## src/rtl/bus_strobe_ctrl.sv

```systemverilog
module bus_strobe_ctrl #(
  parameter int AW   = 16,
  parameter int CAPW = 2
) (
  input  logic            clk,
  input  logic            rst_n,
  input  logic            req_valid,
  input  logic            req_write,
  input  logic            req_word,
  input  logic [AW-1:0]   req_addr,
  input  logic [15:0]     req_wdata,
  output logic            req_ready,
  output logic            done,
  output logic [15:0]     rdata,
  input  logic            cfg_bus16,
  input  logic            cfg_wr_low_only,
  input  logic            cfg_hi_is_wstrobe,
  input  logic [CAPW-1:0] cfg_wait_cap,
  output logic [AW-1:0]   bus_addr,
  output logic [15:0]     bus_dout,
  input  logic [15:0]     bus_din,
  output logic            bus_rd_n,
  output logic            bus_wr_n,
  output logic            bus_bhe_n,
  input  logic            bus_ready
);

  typedef enum logic [2:0] {S_IDLE, S_ADDR, S_STRB, S_WAIT, S_RECV} st_t;

  st_t            st;
  logic [AW-1:0]  addr_q;
  logic [15:0]    wdata_q;
  logic           wr_q, word_q, b16_q, wlo_q, whi_q, sec_q;
  logic [CAPW-1:0] cap_q, wcnt;

  logic two, hi_lane, lo_lane, both, strobe, in_cyc, end_strb;
  logic [7:0] byte_sel;

  assign two      = word_q & (addr_q[0] | ~b16_q);
  assign hi_lane  = b16_q & ~sec_q & (word_q | addr_q[0]);
  assign lo_lane  = sec_q | ~b16_q | ~addr_q[0];
  assign both     = hi_lane & lo_lane;
  assign byte_sel = sec_q ? wdata_q[15:8] : wdata_q[7:0];
  assign strobe   = (st == S_STRB) || (st == S_WAIT);
  assign in_cyc   = (st != S_IDLE);

  assign end_strb = ((st == S_STRB) && ((cap_q == '0) || bus_ready)) ||
                    ((st == S_WAIT) && (bus_ready || (wcnt == cap_q)));

  assign bus_addr  = sec_q ? addr_q + AW'(1) : addr_q;
  assign bus_dout  = both ? wdata_q : {byte_sel, byte_sel};
  assign bus_rd_n  = ~(strobe & ~wr_q);
  assign bus_wr_n  = ~(strobe & wr_q & (~wlo_q | lo_lane));
  assign bus_bhe_n = ~b16_q ? 1'b1 :
                     whi_q  ? ~(strobe & wr_q & hi_lane) : ~(in_cyc & hi_lane);
  assign done      = (st == S_RECV) && (sec_q || ~two);
  assign req_ready = (st == S_IDLE);

  always_ff @(posedge clk or negedge rst_n) begin
    if (!rst_n) begin
      st      <= S_IDLE;
      addr_q  <= '0;
      wdata_q <= '0;
      wr_q    <= 1'b0;
      word_q  <= 1'b0;
      b16_q   <= 1'b0;
      wlo_q   <= 1'b0;
      whi_q   <= 1'b0;
      cap_q   <= '0;
      sec_q   <= 1'b0;
      wcnt    <= '0;
      rdata   <= '0;
    end else begin
      case (st)
        S_IDLE: if (req_valid) begin
          addr_q  <= req_addr;
          wdata_q <= req_wdata;
          wr_q    <= req_write;
          word_q  <= req_word;
          b16_q   <= cfg_bus16;
          wlo_q   <= cfg_wr_low_only;
          whi_q   <= cfg_hi_is_wstrobe;
          cap_q   <= cfg_wait_cap;
          sec_q   <= 1'b0;
          st      <= S_ADDR;
        end
        S_ADDR: begin
          wcnt <= '0;
          st   <= S_STRB;
        end
        S_STRB: if (end_strb) st <= S_RECV;
                else begin
                  wcnt <= CAPW'(1);
                  st   <= S_WAIT;
                end
        S_WAIT: if (end_strb) st <= S_RECV;
                else wcnt <= wcnt + CAPW'(1);
        S_RECV: if (two && !sec_q) begin
                  sec_q <= 1'b1;
                  st    <= S_ADDR;
                end else st <= S_IDLE;
        default: st <= S_IDLE;
      endcase
      if (end_strb && !wr_q) begin
        if (both)       rdata <= bus_din;
        else if (sec_q) rdata[15:8] <= bus_din[7:0];
        else            rdata <= {8'h00, hi_lane ? bus_din[15:8] : bus_din[7:0]};
      end
    end
  end

  AST_RD_WR_EXCL:   assert property (@(posedge clk) disable iff (!rst_n) !bus_rd_n |-> bus_wr_n);
  AST_WR_IN_WRITE:  assert property (@(posedge clk) disable iff (!rst_n) !bus_wr_n |-> (wr_q && strobe));
  AST_ADDR_HOLD:    assert property (@(posedge clk) disable iff (!rst_n) strobe |-> $stable(bus_addr));
  AST_BYTE_BUS_BHE: assert property (@(posedge clk) disable iff (!rst_n) (in_cyc && !b16_q) |-> bus_bhe_n);
  AST_READY_NOWAIT: assert property (@(posedge clk) disable iff (!rst_n) (st == S_STRB && bus_ready) |=> st == S_RECV);
  AST_WAIT_BOUND:   assert property (@(posedge clk) disable iff (!rst_n) (st == S_WAIT) |-> (wcnt <= cap_q && cap_q != '0));
  AST_CAP0_IGNORE:  assert property (@(posedge clk) disable iff (!rst_n) (st == S_STRB && cap_q == '0) |=> st == S_RECV);
  AST_DONE_PULSE:   assert property (@(posedge clk) disable iff (!rst_n) done |=> !done);

endmodule

```

## config.mk

```make
export PLATFORM = sky130hd
export DESIGN_NAME = bus_strobe_ctrl
export DESIGN_NICKNAME = d
export VERILOG_FILES = /design/src/rtl/bus_strobe_ctrl.sv
export SDC_FILE = /design/constraint.sdc
export NUM_CORES = 1
export LEC_CHECK = 0
export CAP_MARGIN = 5
export CORE_MARGIN = 4
export CORE_UTILIZATION = 40
export CTS_BUF_LIST = sky130_fd_sc_hd__clkbuf_8
export CTS_CLUSTER_DIAMETER = 200
export DETAILED_ROUTE_END_ITERATION = 16
export PLACE_DENSITY = 0.83
export SETUP_SLACK_MARGIN = 0.3
export SYNTH_ARGS = -nofsm -noshare
export SYNTH_HDL_FRONTEND = slang
export SYNTH_SLANG_ARGS = --single-unit
```

## constraint.sdc

```tcl
create_clock -name clk -period 5.4 [get_ports clk]
set_clock_uncertainty 0.15 [all_clocks]
set_input_delay 0.81 -clock clk [delete_from_list [all_inputs] [get_ports clk]]
set_output_delay 0.81 -clock clk [all_outputs]
set_load 0.01 [all_outputs]
```

==> results of run 1 <==
-- worst paths after layout --
kind	slack (ps)	end	from
worst max-delay path	1810	bus_addr[15]	sec_q$_DFFE_PN0P_
worst min-delay path	360	wdata_q[0]$_DFFE_PN0P_	wdata_q[0]$_DFFE_PN0P_
worst max register to register	3030	addr_q[7]$_DFFE_PN0P_	st[0]$_DFFE_PN0P_
worst min register to register	360	wdata_q[0]$_DFFE_PN0P_	wdata_q[0]$_DFFE_PN0P_
max in group asynchronous	4120	wdata_q[2]$_DFFE_PN0P_	rst_n
min in group asynchronous	480	addr_q[5]$_DFFE_PN0P_	rst_n
-- power breakdown --
part	switching (W)	total, W	leakage (nW)	internal, W
combinational	0.000560	0.00136	1.01	0.000804
clock	0.000174	0.000517	0.134	0.000343
sequential	0.000213	0.000879	0.740	0.000666
total	0.000947	0.00276	1.88	0.00181
-- cells by family after synthesis --
group | after synthesis | share of synthesized area
muxes | 70 | 0.248
and+or+nand+nor | 76 | 0.111
DFF | 61 | 0.481
adders and majority gates | 1 | 0.00394
xor gates and xnor gates | 17 | 0.0469
AOI/OAI and AO/OA | 34 | 0.0847
buffers and inverters | 19 | 0.0252
-- layer usage --
layer | vias up | global-route usage | part of all wire
met1 | 1232 | 0.204 | 0.41
met4 | 0 | 0.0626 | 0.017
met3 | 13 | 0.0510 | 0.049
li1 | 1211 | - | -
met5 | - | 0 | 0
met2 | 64 | 0.303 | 0.53
-- synth_stat cells, drive strengths merged (2+ instances only) --
cell,n,share of area
mux2,69,0.24
dfrtp,61,0.48
nor2,34,0.040
xnor2,12,0.033
nand2,10,0.012
buf,9,0.013
nand3,9,0.014
a22o,8,0.022
o21ai,7,0.011
a21oi,5,0.0091
clkbuf,5,0.0059
inv,5,0.0059
nand2b,5,0.0098
nor3,5,0.0079
xor2,5,0.014
nand4,3,0.0059
a211oi,2,0.0063
a31oi,2,0.0039
and3,2,0.0039
nor2b,2,0.0039
nor4,2,0.0039
o211ai,2,0.0047
-- stage by stage --
step,total power (W),utilization
detailed placement,0.00226,0.565
CTS,0.00279,0.598
floorplan,0.00163,-
global route,0.00295,0.598
global placement,0.00221,0.565
finish,0.00276,0.598
-- final cells by class --
| cell class | count | area [um2] |
|---|---|---|
| fillers | 639 | 3100 |
| multi-input cells | 198 | 1570 |
| flip-flops and latches | 61 | 1530 |
| repair buffers | 113 | 1120 |
| clock buffers | 12 | 165 |
| well taps | 102 | 128 |
| clock inverters | 4 | 93.8 |
| inverters | 5 | 18.8 |
-- state kept, by name, summed over array words and instances, names as in the netlist --
register / count
addr_q: 16
wlo_q: 1
whi_q: 1
sec_q: 1
word_q: 1
st: 3
wcnt: 2
cap_q: 2
b16_q: 1
rdata: 16
wdata_q: 16
wr_q: 1
-- layout by cell type (no fill, tap or decap), types with 2 or more instances in the layout --
cell	netlist	final
a21oi_1	4	4
a22o_1	8	8
a31oi_1	2	2
and3_1	2	2
buf_4	0	2
bufinv_16	0	3
clkbuf_8	0	12
clkdlybuf4s50_1	0	110
dfrtp_1	61	61
inv_1	5	6
mux2_2	69	69
nand2_1	10	10
nand2b_1	5	5
nand3_1	9	9
nand4_1	3	3
nor2_1	34	34
nor2b_1	2	2
nor3_1	5	5
nor4_1	2	2
o211ai_1	2	2
o21ai_0	7	7
xnor2_1	12	12
xor2_1	5	5
==> impl_metrics.toml, run 1 <==
[synthesis]
async_flop_share = 1.00
synth_edf_count = 0
mappedNetlistNets = 338
syn_area_per_cell_um2 = 11.4
synth.distinct_cells = 39
yosysWarnings = 0
synth-seq-cells = 61
syn_inst = 278
ys_seq_area_frac = 0.481
syn_area_um2 = 3180
yosys_most_used_dff = "dfrtp_1"

[flow_run]
max-cap-violations = 0

[clocking]
cts.sinks = 61
postCtsSetupRepairBufs = 0
holdBufCountCts = 0
clockRootBuffer = "clkbuf_8"
path_clk_slew_ps = 60
cts_resized = 0
worstSkewPairLatency_ps = 320
cts_buffer_depth = 2
htree_levels = 3
cts_tree = "built"
numCtsBuffers = 9

[worst_setup_path]
critPathArrivalTime_ps = 2630
path_cells = "nand3_1 > nor4_1 > nand3_1 > xnor2_1 > clkdlybuf4s50_1"
cp_num_buf_inv = 1
start_kind = "register"
cp_max_fo = 12
cpMostUsedCell = "nand3_1"
cp_top_family = "simple AND/OR/NAND/NOR gates"
path_depth = 5
worstSetupEndpointType = "output port"
crit_required_ps = 4440
r2r_cells = 3
criticalPathCategory = "reg2out"
crit_path_max_incr_delay_ps = 610
cp_slowest_cell = "dfrtp_1"

[route]
drt_pass1_iterations = 4
dr_total_vias = 2520
wirelength_um = 7890
drt_iter0_markers = 42
wl_per_cell_um = 15.9
ant_nets = 0
vias_per_cell = 5.09
post-route-drc-count = 0

[power]
leakage_nw = 1.88
vdd_ir_drop_max_v = 0.000334
power.density_nw_per_um2 = 597

[cells_and_area]
final_nets = 448
drive_above_1_share = 0.234
design_area_um2 = 4620
num_antenna_cells = 0
finalNonFillerCells = 495
synthToLayoutAreaGrowth_pct = 45.6

[die]
initial_core_util = 0.411
ios = 112
die-area_um2 = 9430
die_y_um = 97.1
coreArea_um2 = 7730
dieWidth_um = 97.1
num_rows = 32

[timing]
finalSetupTns_ps = 0
finalCritPeriodShare = 0.665
slew_viol_final = 0
rsz0062_at_grt = "no"
slew_headroom = 0.369
whs_ps = 363
hold_viol_final = 0
finalWorstSetupSlack_ps = 1810
fin_crit_ps = 3590
worst_pin_slew_ps = 946
setup_violations = 0
max_freq_mhz = 279

[place]
dp_slack_ps = 2170
dp.cells = 479
place_congestion = 0.777
place.port_buffers = 111
dpl_cell_area_um2 = 4370
hpwl_um = 5790

[global_route]
grt_usage = 0.174
grt.overflow.total = 0
grt_pass1_wl_um = 13400
grt_max_degree = 62
antenna_found_initial = 0
grt_pass1_vias = 2704

[worst_hold_path]
whs_path_depth = 1
hold_class = "reg2reg"

[outcome]
status = "completed"
No activity file was read; power rests on OpenSTA's default activity.
==> inputs of run 2 (changes only) <==
==> constraint.sdc (replaced) <==
create_clock -name clk -period 3.5 [get_ports clk]
set_clock_uncertainty 0.15 [all_clocks]
set_input_delay 0.525 -clock clk [delete_from_list [all_inputs] [get_ports clk]]
set_output_delay 0.525 -clock clk [all_outputs]
set_load 0.01 [all_outputs]
==> impl_metrics.toml, run 2 (same netlist as run 1, synthesis figures left out) <==
[worst_setup_path]
crit_path_max_incr_delay_ps = 550
cp_top_family = "simple AND/OR/NAND/NOR gates"
path_cells = "nand4_1 > nor4_2 > nand3_1 > xnor2_1 > clkdlybuf4s50_1"
cp_num_buf_inv = 1
worstSetupEndpointType = "output port"
r2r_cells = 4
start_kind = "register"
reg2reg_to = "rdata[13]$_DFFE_PN0P_"
reg2reg_slack_ps = 1230
criticalPathCategory = "reg2out"
r2r-start = "st[2]$_DFFE_PN0P_"
cp_slowest_cell = "clkdlybuf4s50_1"
critPathArrivalTime_ps = 2370
cp_max_fo = 6
crit_required_ps = 2820

[clocking]
path_clk_slew_ps = 70
clockRootBuffer = "clkbuf_8"
cts_tree = "built"
postCtsSetupRepairBufs = 0
numCtsBuffers = 9
cts.sinks = 61
holdBufCountCts = 0
worstSkewPairLatency_ps = 320
htree_levels = 3
cts_buffer_depth = 2

[power]
power.density_nw_per_um2 = 904
leakage_nw = 1.86
vdd_ir_drop_max_v = 0.000578

[place]
place_congestion = 0.810
hpwl_um = 5910
place.port_buffers = 111
dpl_cell_area_um2 = 4390

[global_route]
antenna_found_initial = 0
grt.overflow.total = 0
grt_pass1_vias = 2638
grt_usage = 0.172
grt_pass1_wl_um = 13100
grt_max_degree = 40

[cells_and_area]
synthToLayoutAreaGrowth_pct = 45.5
final_nets = 449
design_area_um2 = 4620
reg_top3 = "addr_q x16, rdata x16, wdata_q x16"
final_common_cell = "clkdlybuf4s50_1"
drive_above_1_share = 0.246
num_antenna_cells = 0
multi_input_comb_area_um2 = 1580
most-common-layout-cells = "clkdlybuf4s50_1 (110), mux2_2 (69), dfrtp_1 (61)"
register_area_um2 = 1530
fillers = 646

[die]
num_rows = 32
die_y_um = 97.1
ios = 112
initial_core_util = 0.411
die-area_um2 = 9430
coreArea_um2 = 7730
dieWidth_um = 97.1

[timing]
finalCritPeriodShare = 0.871
slew_viol_final = 0
max_freq_mhz = 328
worst_pin_slew_ps = 696
hold_viol_final = 0
setup_violations = 0
fin_crit_ps = 3050
rsz0062_at_grt = "yes"
slew_headroom = 0.535
finalSetupTns_ps = 0

[route]
vias_per_cell = 5.11
drt_pass1_iterations = 4
wl_met2_um = 4080
post-route-drc-count = 0
wl_per_cell_um = 15.9
ant_nets = 0
drt_iter0_markers = 71
met1Wirelength_um = 3260
routed-wl-met3_um = 357
wirelength_um = 7900
dr_total_vias = 2533
routed.top_layer = "met4"

[flow_run]
max-cap-violations = 0

[outcome]
status = "completed"

[worst_hold_path]
hold_class = "in2async"
[run 2: cell types whose count changed in the layout (fill, tap and decap cells not counted), sizes merged]
cell / before / now
clkinvlp: 0 / 1
clkbuf: 12 / 9
buf: 3 / 4
bufinv: 3 / 2
clkinv: 0 / 3
[run 2: worst max-delay path by stage]
stage                                from           end  slack (ps)  cells past startpoint
floorplan               sec_q$_DFFE_PN0P_  bus_dout[10]        1340                      7
global placement    addr_q[2]$_DFFE_PN0P_  bus_addr[15]         710                      5
detailed placement  addr_q[0]$_DFFE_PN0P_  bus_addr[12]         640                      6
CTS                 addr_q[2]$_DFFE_PN0P_  bus_addr[15]         280                      5
global route        addr_q[2]$_DFFE_PN0P_  bus_addr[15]         220                      5
finish              addr_q[2]$_DFFE_PN0P_  bus_addr[15]         450                      5
[run 2: layout make-up]
type | count | share of cell area
clock buffers | 9 | 0.0268
clock inverters | 7 | 0.0214
inverters | 5 | 0.00406
multi-input cells | 198 | 0.343
flip-flops and latches | 61 | 0.330
well taps | 102 | 0.0276
repair buffers | 114 | 0.247
[run 2: metrics by stage]
step / hold slack [ps] / power, W / util / std cells / setup WS (ps)
CTS: 11.5 / 0.00422 / 0.597 / 496 / 285
floorplan: 79.4 / 0.00251 / - / 278 / 1340
global route: 15.5 / 0.00446 / 0.598 / 496 / 217
global placement: 335 / 0.00343 / 0.568 / 480 / 706
finish: 8.74 / 0.00418 / 0.598 / 496 / 450
detailed placement: 342 / 0.00351 / 0.568 / 480 / 635
[run 2: repair_timing]
action                                  4_1_cts  5_1_grt
pin swaps                                     0        0
gates resized for setup                       1        2
endpoints found under the setup margin        1       12
[run 2: power breakdown]
group	leakage [nW]	switching, W	internal, W
logic	1.01	0.000882	0.00126
clock network	0.110	0.000288	0.000404
registers	0.740	0.000321	0.00103
[run 2: per-layer routing]
layer	vias up	GRT usage
met3	18	0.0560
met2	71	0.290
met4	0	0.0648
met1	1234	0.205
li1	1210	-
met5	-	0
==> inputs of run 3 (changes only) <==
--- a/config.mk
+++ b/config.mk
@@ -10,6 +10,7 @@
 export CORE_UTILIZATION = 40
 export CTS_BUF_LIST = sky130_fd_sc_hd__clkbuf_8
 export CTS_CLUSTER_DIAMETER = 200
+export CTS_CLUSTER_SIZE = 16
 export DETAILED_ROUTE_END_ITERATION = 16
 export PLACE_DENSITY = 0.83
 export SETUP_SLACK_MARGIN = 0.3
==> constraint.sdc (replaced) <==
create_clock -name clk -period 3 [get_ports clk]
set_clock_uncertainty 0.15 [all_clocks]
set_input_delay 0.45 -clock clk [delete_from_list [all_inputs] [get_ports clk]]
set_output_delay 0.45 -clock clk [all_outputs]
set_load 0.01 [all_outputs]
==> impl_metrics.toml, run 3 (same netlist as run 1, synthesis figures left out) <==
[route]
vias_per_cell = 5.05
drt_pass1_iterations = 4
wirelength_um = 8400
dr_total_vias = 2598
post-route-drc-count = 0
ant_nets = 0
wl_per_cell_um = 16.4
drt_iter0_markers = 56

[worst_setup_path]
crit_required_ps = 2400
cp_max_fo = 5
worstSetupEndpointType = "output port"
start_kind = "register"
criticalPathCategory = "reg2out"
critPathArrivalTime_ps = 2080

[die]
die_y_um = 97.1
die-area_um2 = 9430
dieWidth_um = 97.1
coreArea_um2 = 7730
ios = 112
initial_core_util = 0.411
num_rows = 32

[cells_and_area]
reg_top3 = "addr_q x16, rdata x16, wdata_q x16"
fillers = 614
drive_above_1_share = 0.296
final_nets = 467
finalNonFillerCells = 514
synthToLayoutAreaGrowth_pct = 50.7
num_antenna_cells = 0
final_common_cell = "clkdlybuf4s50_1"
register_area_um2 = 1530
most-common-layout-cells = "clkdlybuf4s50_1 (103), mux2_2 (69), dfrtp_1 (58)"
multi_input_comb_area_um2 = 1630
design_area_um2 = 4790

[timing]
max_freq_mhz = 374
slew_viol_final = 0
setup_violations = 0
slew_headroom = 0.565
rsz0062_at_grt = "yes"
finalCritPeriodShare = 0.892
worst_pin_slew_ps = 653
hold_viol_final = 0
finalSetupTns_ps = 0
fin_crit_ps = 2680
whs_ps = 361

[clocking]
path_clk_slew_ps = 70
htree_levels = 3
cts_tree = "built"
clockRootBuffer = "clkbuf_8"
cts.sinks = 61
cts_buffer_depth = 2
worstSkewPairLatency_ps = 330
numCtsBuffers = 9

[global_route]
busiest_layer = "met2"
met2_usage = 0.301
grt.overflow.total = 0
grt_max_degree = 37
grt_pass1_wl_um = 13500
antenna_found_initial = 0
met1_usage = 0.215
grt_pass1_vias = 2802
grt_usage = 0.177
use_met3 = 0.0581

[power]
clkPwrFrac = 0.148
power.density_nw_per_um2 = 1030
vdd_ir_drop_max_v = 0.000683
p_sw_frac = 0.361
p_int_w = 0.00316
leakage_nw = 2.00
switchingPower_w = 0.00179
p_seq_frac = 0.317
p_total_w = 0.00495
p_comb_frac = 0.535

[place]
dp.cells = 485
place_congestion = 0.813
hpwl_um = 5980
place.port_buffers = 111
dpl_cell_area_um2 = 4420

[outcome]
status = "completed"

[flow_run]
max-cap-violations = 0

[worst_hold_path]
hold_class = "reg2reg"
run 3: layout make-up:
type | count | area share
inverters | 5 | 0.00392
well taps | 102 | 0.0267
flip-flops and latches | 61 | 0.320
clock buffers | 10 | 0.0288
multi-input cells | 199 | 0.340
clock inverters | 6 | 0.0133
repair buffers | 131 | 0.268
run 3: through the flow:
step	util	setup slack (ps)
4_1_cts	0.612	263
2_1_floorplan	-	919
3_5_place_dp	0.572	273
3_3_place_gp	0.572	353
5_1_grt	0.619	166
6_report	0.619	323
run 3: worst max-delay path, stage by stage (launching register included):
cell and delay, ps:
dfrtp_2 400, nand4_1 160, nor4_2 320, buf_4 170, xor2_1 140, clkdlybuf4s50_1 550
run 3: worst paths after layout:
kind | cells after the start | endpoint | slack, ps | start
setup reg to reg | 4 | rdata[2]$_DFFE_PN0P_ | 790 | st[2]$_DFFE_PN0P_
max in group asynchronous | 3 | st[0]$_DFFE_PN0P_ | 1560 | rst_n
min in group asynchronous | 2 | wdata_q[10]$_DFFE_PN0P_ | 440 | rst_n
hold / removal | 1 | rdata[8]$_DFFE_PN0P_ | 360 | rdata[8]$_DFFE_PN0P_
setup / recovery | 5 | bus_addr[11] | 320 | addr_q[2]$_DFFE_PN0P_
hold reg to reg | 1 | rdata[8]$_DFFE_PN0P_ | 360 | rdata[8]$_DFFE_PN0P_
run 3: power groups by stage:
stage                     Sequential (W)  Combinational [W]  Clock (W)
final                            0.00157            0.00265   0.000730
after global routing             0.00163            0.00286   0.000793
after CTS                        0.00156            0.00262   0.000753
after detailed placement         0.00158            0.00252          0
after global placement           0.00155            0.00248          0
after floorplan                  0.00147            0.00146          0
run 3: what timing repair did:
item,CTS,global route
buffers inserted,9,2
gates resized for setup,13,14
cloned,0,1
pin swaps,4,3
endpoints found under the setup margin,15,16
endpoints found under the hold margin,19,0
hold buffers,1,0
run 3: routing by layer:
metal  vias up  wire, um
met5         -         0
met4         0        84
met3         8       351
met2        61      4400
met1      1271      3570
li1       1258         -
